File: src/rtl/burst_col_pkg.sv
package burst_col_pkg;

   typedef enum logic [1:0] {
      BLM_FIX8  = 2'b00,
      BLM_OTF   = 2'b01,
      BLM_CHOP4 = 2'b10,
      BLM_RSVD  = 2'b11
   } bl_mode_e;

   localparam int unsigned OFFS_W = 3;

   typedef struct packed {
      logic len8;
      logic legal;
   } len_sel_t;

   function automatic len_sel_t decode_len(input logic [1:0] mode, input logic a12);
      len_sel_t r;
      r.legal = 1'b1;
      case (bl_mode_e'(mode))
         BLM_FIX8:  r.len8 = 1'b1;
         BLM_OTF:   r.len8 = a12;
         BLM_CHOP4: r.len8 = 1'b0;
         default: begin
            r.len8  = 1'b0;
            r.legal = 1'b0;
         end
      endcase
      return r;
   endfunction

endpackage

File: src/rtl/burst_col_decode.sv
module burst_col_decode
   import burst_col_pkg::*;
(
   input  logic [1:0] mode,
   input  logic       a12,
   output logic       len8,
   output logic       legal
);
   len_sel_t sel;

   always_comb begin
      sel   = decode_len(mode, a12);
      len8  = sel.len8;
      legal = sel.legal;
   end
endmodule

File: src/rtl/burst_col_ctrl.sv
module burst_col_ctrl
   import burst_col_pkg::*;
#(
   parameter int unsigned COL_W = 10
) (
   input  logic               clk,
   input  logic               rst_n,
   input  logic               accept,
   input  logic               reject,
   input  logic               len8_in,
   input  logic               itype_in,
   input  logic [COL_W-1:0]   col_in,
   output logic               busy,
   output logic               last,
   output logic [OFFS_W-1:0]  idx,
   output logic               len8,
   output logic               itype,
   output logic [COL_W-1:0]   base,
   output logic               err
);
   localparam logic [OFFS_W-1:0] LAST8 = OFFS_W'(7);
   localparam logic [OFFS_W-1:0] LAST4 = OFFS_W'(3);

   assign last = busy && (idx == (len8 ? LAST8 : LAST4));

   always_ff @(posedge clk) begin
      if (!rst_n) begin
         busy  <= 1'b0;
         idx   <= '0;
         len8  <= 1'b0;
         itype <= 1'b0;
         base  <= '0;
         err   <= 1'b0;
      end else begin
         err <= reject;
         if (accept) begin
            busy  <= 1'b1;
            idx   <= '0;
            len8  <= len8_in;
            itype <= itype_in;
            base  <= col_in;
         end else if (busy) begin
            if (last) begin
               busy <= 1'b0;
               idx  <= '0;
            end else begin
               idx <= idx + 1'b1;
            end
         end
      end
   end
endmodule

File: src/rtl/burst_col_addr.sv
module burst_col_addr
   import burst_col_pkg::*;
#(
   parameter int unsigned COL_W = 10
) (
   input  logic [COL_W-1:0]  base,
   input  logic [OFFS_W-1:0] idx,
   input  logic              len8,
   input  logic              itype,
   output logic [COL_W-1:0]  col
);
   logic [OFFS_W-1:0] seq_offs;
   logic [OFFS_W-1:0] ilv_offs;
   logic [OFFS_W-1:0] offs;

   assign seq_offs = base[OFFS_W-1:0] + idx;

   for (genvar b = 0; b < OFFS_W; b++) begin : g_ilv
      assign ilv_offs[b] = base[b] ^ idx[b];
   end

   assign offs = itype ? ilv_offs : seq_offs;

   always_comb begin
      col      = base;
      col[1:0] = offs[1:0];
      if (len8) col[2] = offs[2];
   end
endmodule

File: src/rtl/burst_col_seq.sv
module burst_col_seq
   import burst_col_pkg::*;
#(
   parameter int unsigned COL_W = 10
) (
   input  logic             clk,
   input  logic             rst_n,
   input  logic             cmd_valid,
   output logic             cmd_ready,
   input  logic [COL_W-1:0] cmd_col,
   input  logic             cmd_a12,
   input  logic [1:0]       bl_mode,
   input  logic             burst_type,
   output logic             beat_valid,
   output logic [COL_W-1:0] beat_col,
   output logic             beat_last,
   output logic [3:0]       burst_len,
   output logic             mode_err
);
   if (COL_W < OFFS_W + 1) begin : g_bad_width
      $error("burst_col_seq: COL_W must exceed the 8-beat offset width");
   end

   logic              dec_len8;
   logic              dec_legal;
   logic              accept;
   logic              reject;
   logic              busy;
   logic              last;
   logic [OFFS_W-1:0] idx;
   logic              len8;
   logic              itype;
   logic [COL_W-1:0]  base;

   burst_col_decode u_dec (
      .mode  (bl_mode),
      .a12   (cmd_a12),
      .len8  (dec_len8),
      .legal (dec_legal)
   );

   assign cmd_ready = !busy;
   assign accept    = cmd_valid && cmd_ready && dec_legal;
   assign reject    = cmd_valid && cmd_ready && !dec_legal;

   burst_col_ctrl #(.COL_W(COL_W)) u_ctrl (
      .clk      (clk),
      .rst_n    (rst_n),
      .accept   (accept),
      .reject   (reject),
      .len8_in  (dec_len8),
      .itype_in (burst_type),
      .col_in   (cmd_col),
      .busy     (busy),
      .last     (last),
      .idx      (idx),
      .len8     (len8),
      .itype    (itype),
      .base     (base),
      .err      (mode_err)
   );

   burst_col_addr #(.COL_W(COL_W)) u_addr (
      .base  (base),
      .idx   (idx),
      .len8  (len8),
      .itype (itype),
      .col   (beat_col)
   );

   assign beat_valid = busy;
   assign beat_last  = last;
   assign burst_len  = !busy ? 4'd0 : (len8 ? 4'd8 : 4'd4);
endmodule

File: config.mk
export PLATFORM = sky130hd
export DESIGN_NAME = burst_col_seq
export DESIGN_NICKNAME = d
export VERILOG_FILES = /design/src/rtl/burst_col_pkg.sv /design/src/rtl/burst_col_decode.sv /design/src/rtl/burst_col_ctrl.sv /design/src/rtl/burst_col_addr.sv /design/src/rtl/burst_col_seq.sv
export SDC_FILE = /design/constraint.sdc
export NUM_CORES = 1
export LEC_CHECK = 0
export ABC_AREA = 1
export BUFFER_PORTS_ARGS = -buffer_cell sky130_fd_sc_hd__buf_2
export CAP_MARGIN = 20
export CORE_MARGIN = 1.5
export CORE_UTILIZATION = 30
export DETAILED_ROUTE_END_ITERATION = 8
export PLACE_DENSITY = 0.56
export SLEW_MARGIN = 5
export SYNTH_ARGS = -nofsm -noshare
export SYNTH_HDL_FRONTEND = slang
export SYNTH_SLANG_ARGS = --single-unit
File: constraint.sdc
create_clock -name clk -period 4.2 [get_ports clk]
set_clock_uncertainty 0.05 [all_clocks]
set_input_delay 0.84 -clock clk [delete_from_list [all_inputs] [get_ports clk]]
set_output_delay 0.84 -clock clk [all_outputs]
set_load 0.03 [all_outputs]
# Word-level counts from Yosys, hierarchy flattened
# Cells that the tools add are included.
# Widths: inputs -> output; s select.
[word_totals]
ff_bits = 17
output_inout_bits = 18
inputBits = 17
[op_classes]
mux = 11
bitwise_logic = 4
eq_ne = 3
n_addsub = 2
n_reduce_logical = 9
[ops]
columns = ["operator", "n"]
rows = [
  ["$mux 3", 3],
  ["$mux 4", 2],
  ["$mux 1", 5],
  ["$logic_and 1x1->1", 4],
  ["$add 3x1->3 const B", 1],
  ["$add 3x3->3", 1],
  ["$eq 3x3->1", 1],
  ["$reduce_or 3->1", 1],
  ["$xor 1x1->1", 3],
  ["$eq 2x1->1 const B", 1],
  ["$eq 2x2->1 const B", 1],
  ["$logic_not 1->1", 2],
  ["$logic_not 2->1", 1],
  ["$pmux 1 s2", 1],
  ["$reduce_or 2->1", 1],
  ["$not 1->1", 1],
]

# Longest topological paths before layout
[depth]
ltp_word = 6
depth_mapped = 7
ltp_nobuf = 7

# By module
# From an unflattened synthesis, not the netlist that was laid out.
[hier_totals]
cells_unflattened = 118
area_unflattened_um2 = 859.6
[by_module_without_submodules]
columns = ["module", "cells_each", "n_inst", "area_per_inst_um2"]
rows = [
  ["burst_col_ctrl", 80, 1, 633.1],
  ["burst_col_addr", 24, 1, 158.9],
  ["burst_col_seq", 11, 1, 51.3],
  ["burst_col_decode", 3, 1, 16.3],
]

# Least setup slack after synthesis
# No wires, ideal clock.
[synth_path]
path_kind = "register -> output"
startpoint = "reg u_ctrl.idx[0]"
endpoint = "out beat_col[2]"
t_arrival_ps = 1647
setup_slack_ps = 1663
path_buffers = 0
stages_incl_launch_ff = 7
path_cell_list = "dfxtp_1 ha_1 inv_1 fa_1 o21ai_0 nand3_1 xnor2_1"
[synth_via]
elab_chain_cells = 3
[synth_lines]
columns = ["item", "line", "text"]
rows = [
  ["start: declaration", "burst_col_ctrl.sv:15", "output logic [OFFS_W-1:0] idx,"],
  ["start signal: assignment", "burst_col_ctrl.sv:47", "idx <= idx + 1'b1;"],
  ["$add 3x3->3", "burst_col_addr.sv:16", "assign seq_offs = base[OFFS_W-1:0] + idx;"],
  ["$mux 3", "burst_col_addr.sv:22", "assign offs = itype ? ilv_offs : seq_offs;"],
  ["$mux 1", "burst_col_addr.sv:27", "if (len8) col[2] = offs[2];"],
  ["end: declaration", "burst_col_seq.sv:15", "output logic [COL_W-1:0] beat_col,"],
]
# Every way passes these cells.

# Worst setup path after layout
# Same ends and word-level chain as after synthesis.

==> results by group <==
Critical path
  – Critical Path AT: around 1.9 ns
  – Bufs and invs on worst path: 2
  – Worst setup SP type: flop
  – Critical Path RT: ~3.3 ns
  – Endpoint class of the critical path: primary output
  – CP Max Fanout: 3
  – Crit-path slowest cell: dfxtp_1
  – Critical path class: flop to primary output
  – Crit path max-delay family: adder cells
  – Cell Chain, Critical Path: ha_1, inv_1, fa_1, o21ai_0, nand3_1, xnor2_1, buf_2
  – Biggest cell delay along the critical path: approximately 0.38 ns

Routing
  – Vias: roughly 740
  – WL/cell: between 10 and 15 um
  – Drt pass-1 iters: 4
  – Antenna-violating nets left: 0
  – Residual DRC: 0
  – Vias per inst: about 4.5
  – Routed wire length: roughly 1.7 mm
  – Iter 0 DRT Violations: 9

Global routing
  – GRT Resource Usage Total: 0.116
  – Met1 usage: 0.132
  – Number of global-route vias before repair: between 600 and 700
  – Total grt overflow: 0
  – Most used routing layer: met2
  – GR Util met3: 0.0233
  – Met2 Use GR: 0.202
  – First-pass GRT wire length: around 2.9 mm
  – Largest net degree at the start of global routing: 17
  – Initial antenna violation count: 0

Power
  – LEAKAGE: between 0.4 and 0.5 nW
  – Total power: 0.351 mW
  – Power per Cell Area: roughly 360 nW/um^2
  – VDD IR max: ~0.14 mV

CTS
  – Hold_buf cts: 0
  – Clk buf depth: 2
  – Buffer count from post-CTS setup fixing: 0
  – Clk_lat worst skew: a little under 0.3 ns
  – CTS resizes: 0
  – CTS buffer count: 3
  – Clk slew on worst S/H paths: approximately 0.1 ns
  – Sink Count: 17
  – Root Driver: clkbuf_4
  – H-tree Lvls: 1
  – CTS tree: built

Timing
  – Unrepaired setup endpoints after global routing: no
  – Part of the cycle the worst path needs: 0.654
  – Setup violators final: 0
  – Setup TNS: 0 ns
  – Fmax: 0.364 GHz
  – Minimum clock period after layout: 2.75 ns
  – Max-slew violation count: 0
  – Final Hold Viols: 0

Finish
  – Antenna Cells: 0
  – Layout area overhead: 16.1%
  – Share of layout cells above drive strength 1: 0.308
  – Final Cell Area: approximately 970 sq um
  – Layout Nets: approximately 160
  – Layout Utilization: 0.379
  – Storage cell area: 340 sq um
  – Fin cells: ~160
  – Multi-input gate area: 370 sq um
  – # fillers: between 200 and 300

Floorplan
  – Row cnt: 18
  – Die H: 55.9 um
  – # IOs: 35
  – Die area: approximately 3100 sq um
  – Chip width: 55.9 um
  – Effective utilization at floorplan: 0.327
  – Core box area: roughly 2600 sq um

Logic synthesis
  – Ys Warns: 0
  – Post-synthesis instance area: ~840 sq um
  – Syn Area/Cell: between 7 and 8 sq um
  – Post-Synthesis Cells: between 100 and 150
  – Register area share after synthesis: 0.406
  – Unique masters post-synth: 19
  – #FFs+latches synth: 17

Worst hold path
  – Hold crit path type: flop to flop

Placement
  – Dpl hpwl: 1.31 mm
  – Port buffer count: 32
  – Global placement routability congestion: about 0.75
  – Post-Place Cells: 159
  – DP Area: approximately 950 sq um

Outcome
  – Status: finished, final reports clean

Run
  – Max Cap Viol: 0
==> logic make-up after synthesis <==
family | count (synthesis) | share of synthesized area
fa+ha+maj | 4 | 0.0687
other cells | 1 | 0.00447
simple gates | 42 | 0.212
compound gates | 21 | 0.142
xor+xnor | 1 | 0.0104
flops | 17 | 0.406
buf+inv | 22 | 0.157
==> tightest hold or removal path: stages, from the launching register on <==
cell and delay, ns:
dfxtp_1 0.34, nor2_1 0.05, nor2_1 0.08
==> final cells by class <==
| type | instances | share of cell area |
|---|---|---|
| Clock buffer | 3 | 0.0231 |
| Clock inverter | 1 | 0.00514 |
| Inverter | 10 | 0.0386 |
| Multi-Input combinational cell | 70 | 0.380 |
| Sequential cell | 17 | 0.350 |
| Tap cell | 30 | 0.0386 |
| Timing Repair Buffer | 32 | 0.165 |
==> stage by stage <==
step	hold WS (ns)	worst slack, ns
after global placement	0.410	1.82
after global routing	0.460	1.27
final	0.442	1.45
after CTS	0.444	1.42
after detailed placement	0.424	1.77
after floorplan	0.405	1.66
==> flip-flops by register name (all words and copies together), names as in the netlist <==
name and count:
u_ctrl.len8 1, u_ctrl.busy 1, u_ctrl.err 1, u_ctrl.itype 1, u_ctrl.base 10, u_ctrl.idx 3
==> final timing paths <==
path         cells after the start        endpoint  slack, ns      startpoint
max                              7     beat_col[2]       1.45   u_ctrl.idx[0]
min                              2  u_ctrl.base[6]       0.44  u_ctrl.base[6]
max reg2reg                      5  u_ctrl.base[3]       2.95     u_ctrl.busy
min reg2reg                      2  u_ctrl.base[6]       0.44  u_ctrl.base[6]
==> cell usage in the layout (no fill, tap or decap), drive strengths merged <==
| master | instances |
|---|---|
| nand3 | 6 |
| conb | 2 |
| o211ai | 1 |
| clkbuf | 3 |
| nor2 | 26 |
| a21boi | 1 |
| inv | 10 |
| xnor2 | 1 |
| a21oi | 5 |
| ha | 3 |
| nand2 | 10 |
| fa | 1 |
| clkinv | 1 |
| buf | 32 |
| dfxtp | 17 |
| o21ai | 14 |
==> metal layers <==
layer  up-vias  wire, um
met5         -         0
met4         0        39
met3         4        66
met2        16       852
met1       337       781
li1        381         -
==> report_power, final <==
group | leakage (nW) | internal [mW] | switching, mW | total [mW]
sequential | 0.140 | 0.173 | 0.00808 | 0.181
clock | 0.0177 | 0.0354 | 0.0523 | 0.0877
combinational | 0.311 | 0.0259 | 0.0569 | 0.0828
total | 0.468 | 0.234 | 0.117 | 0.351
==> cells in the mapped netlist, drive strengths merged <==
library cell	number	area share
nor2	26	0.12
dfxtp	17	0.41
o21ai	14	0.084
buf	11	0.11
inv	10	0.045
nand2	10	0.045
nand3	6	0.051
a21oi	5	0.034
ha	3	0.045
a21boi	1	0.0090
clkbuf	1	0.0045
conb	1	0.0045
fa	1	0.024
o211ai	1	0.015
xnor2	1	0.010
Power figures use the tool's default switching activity.
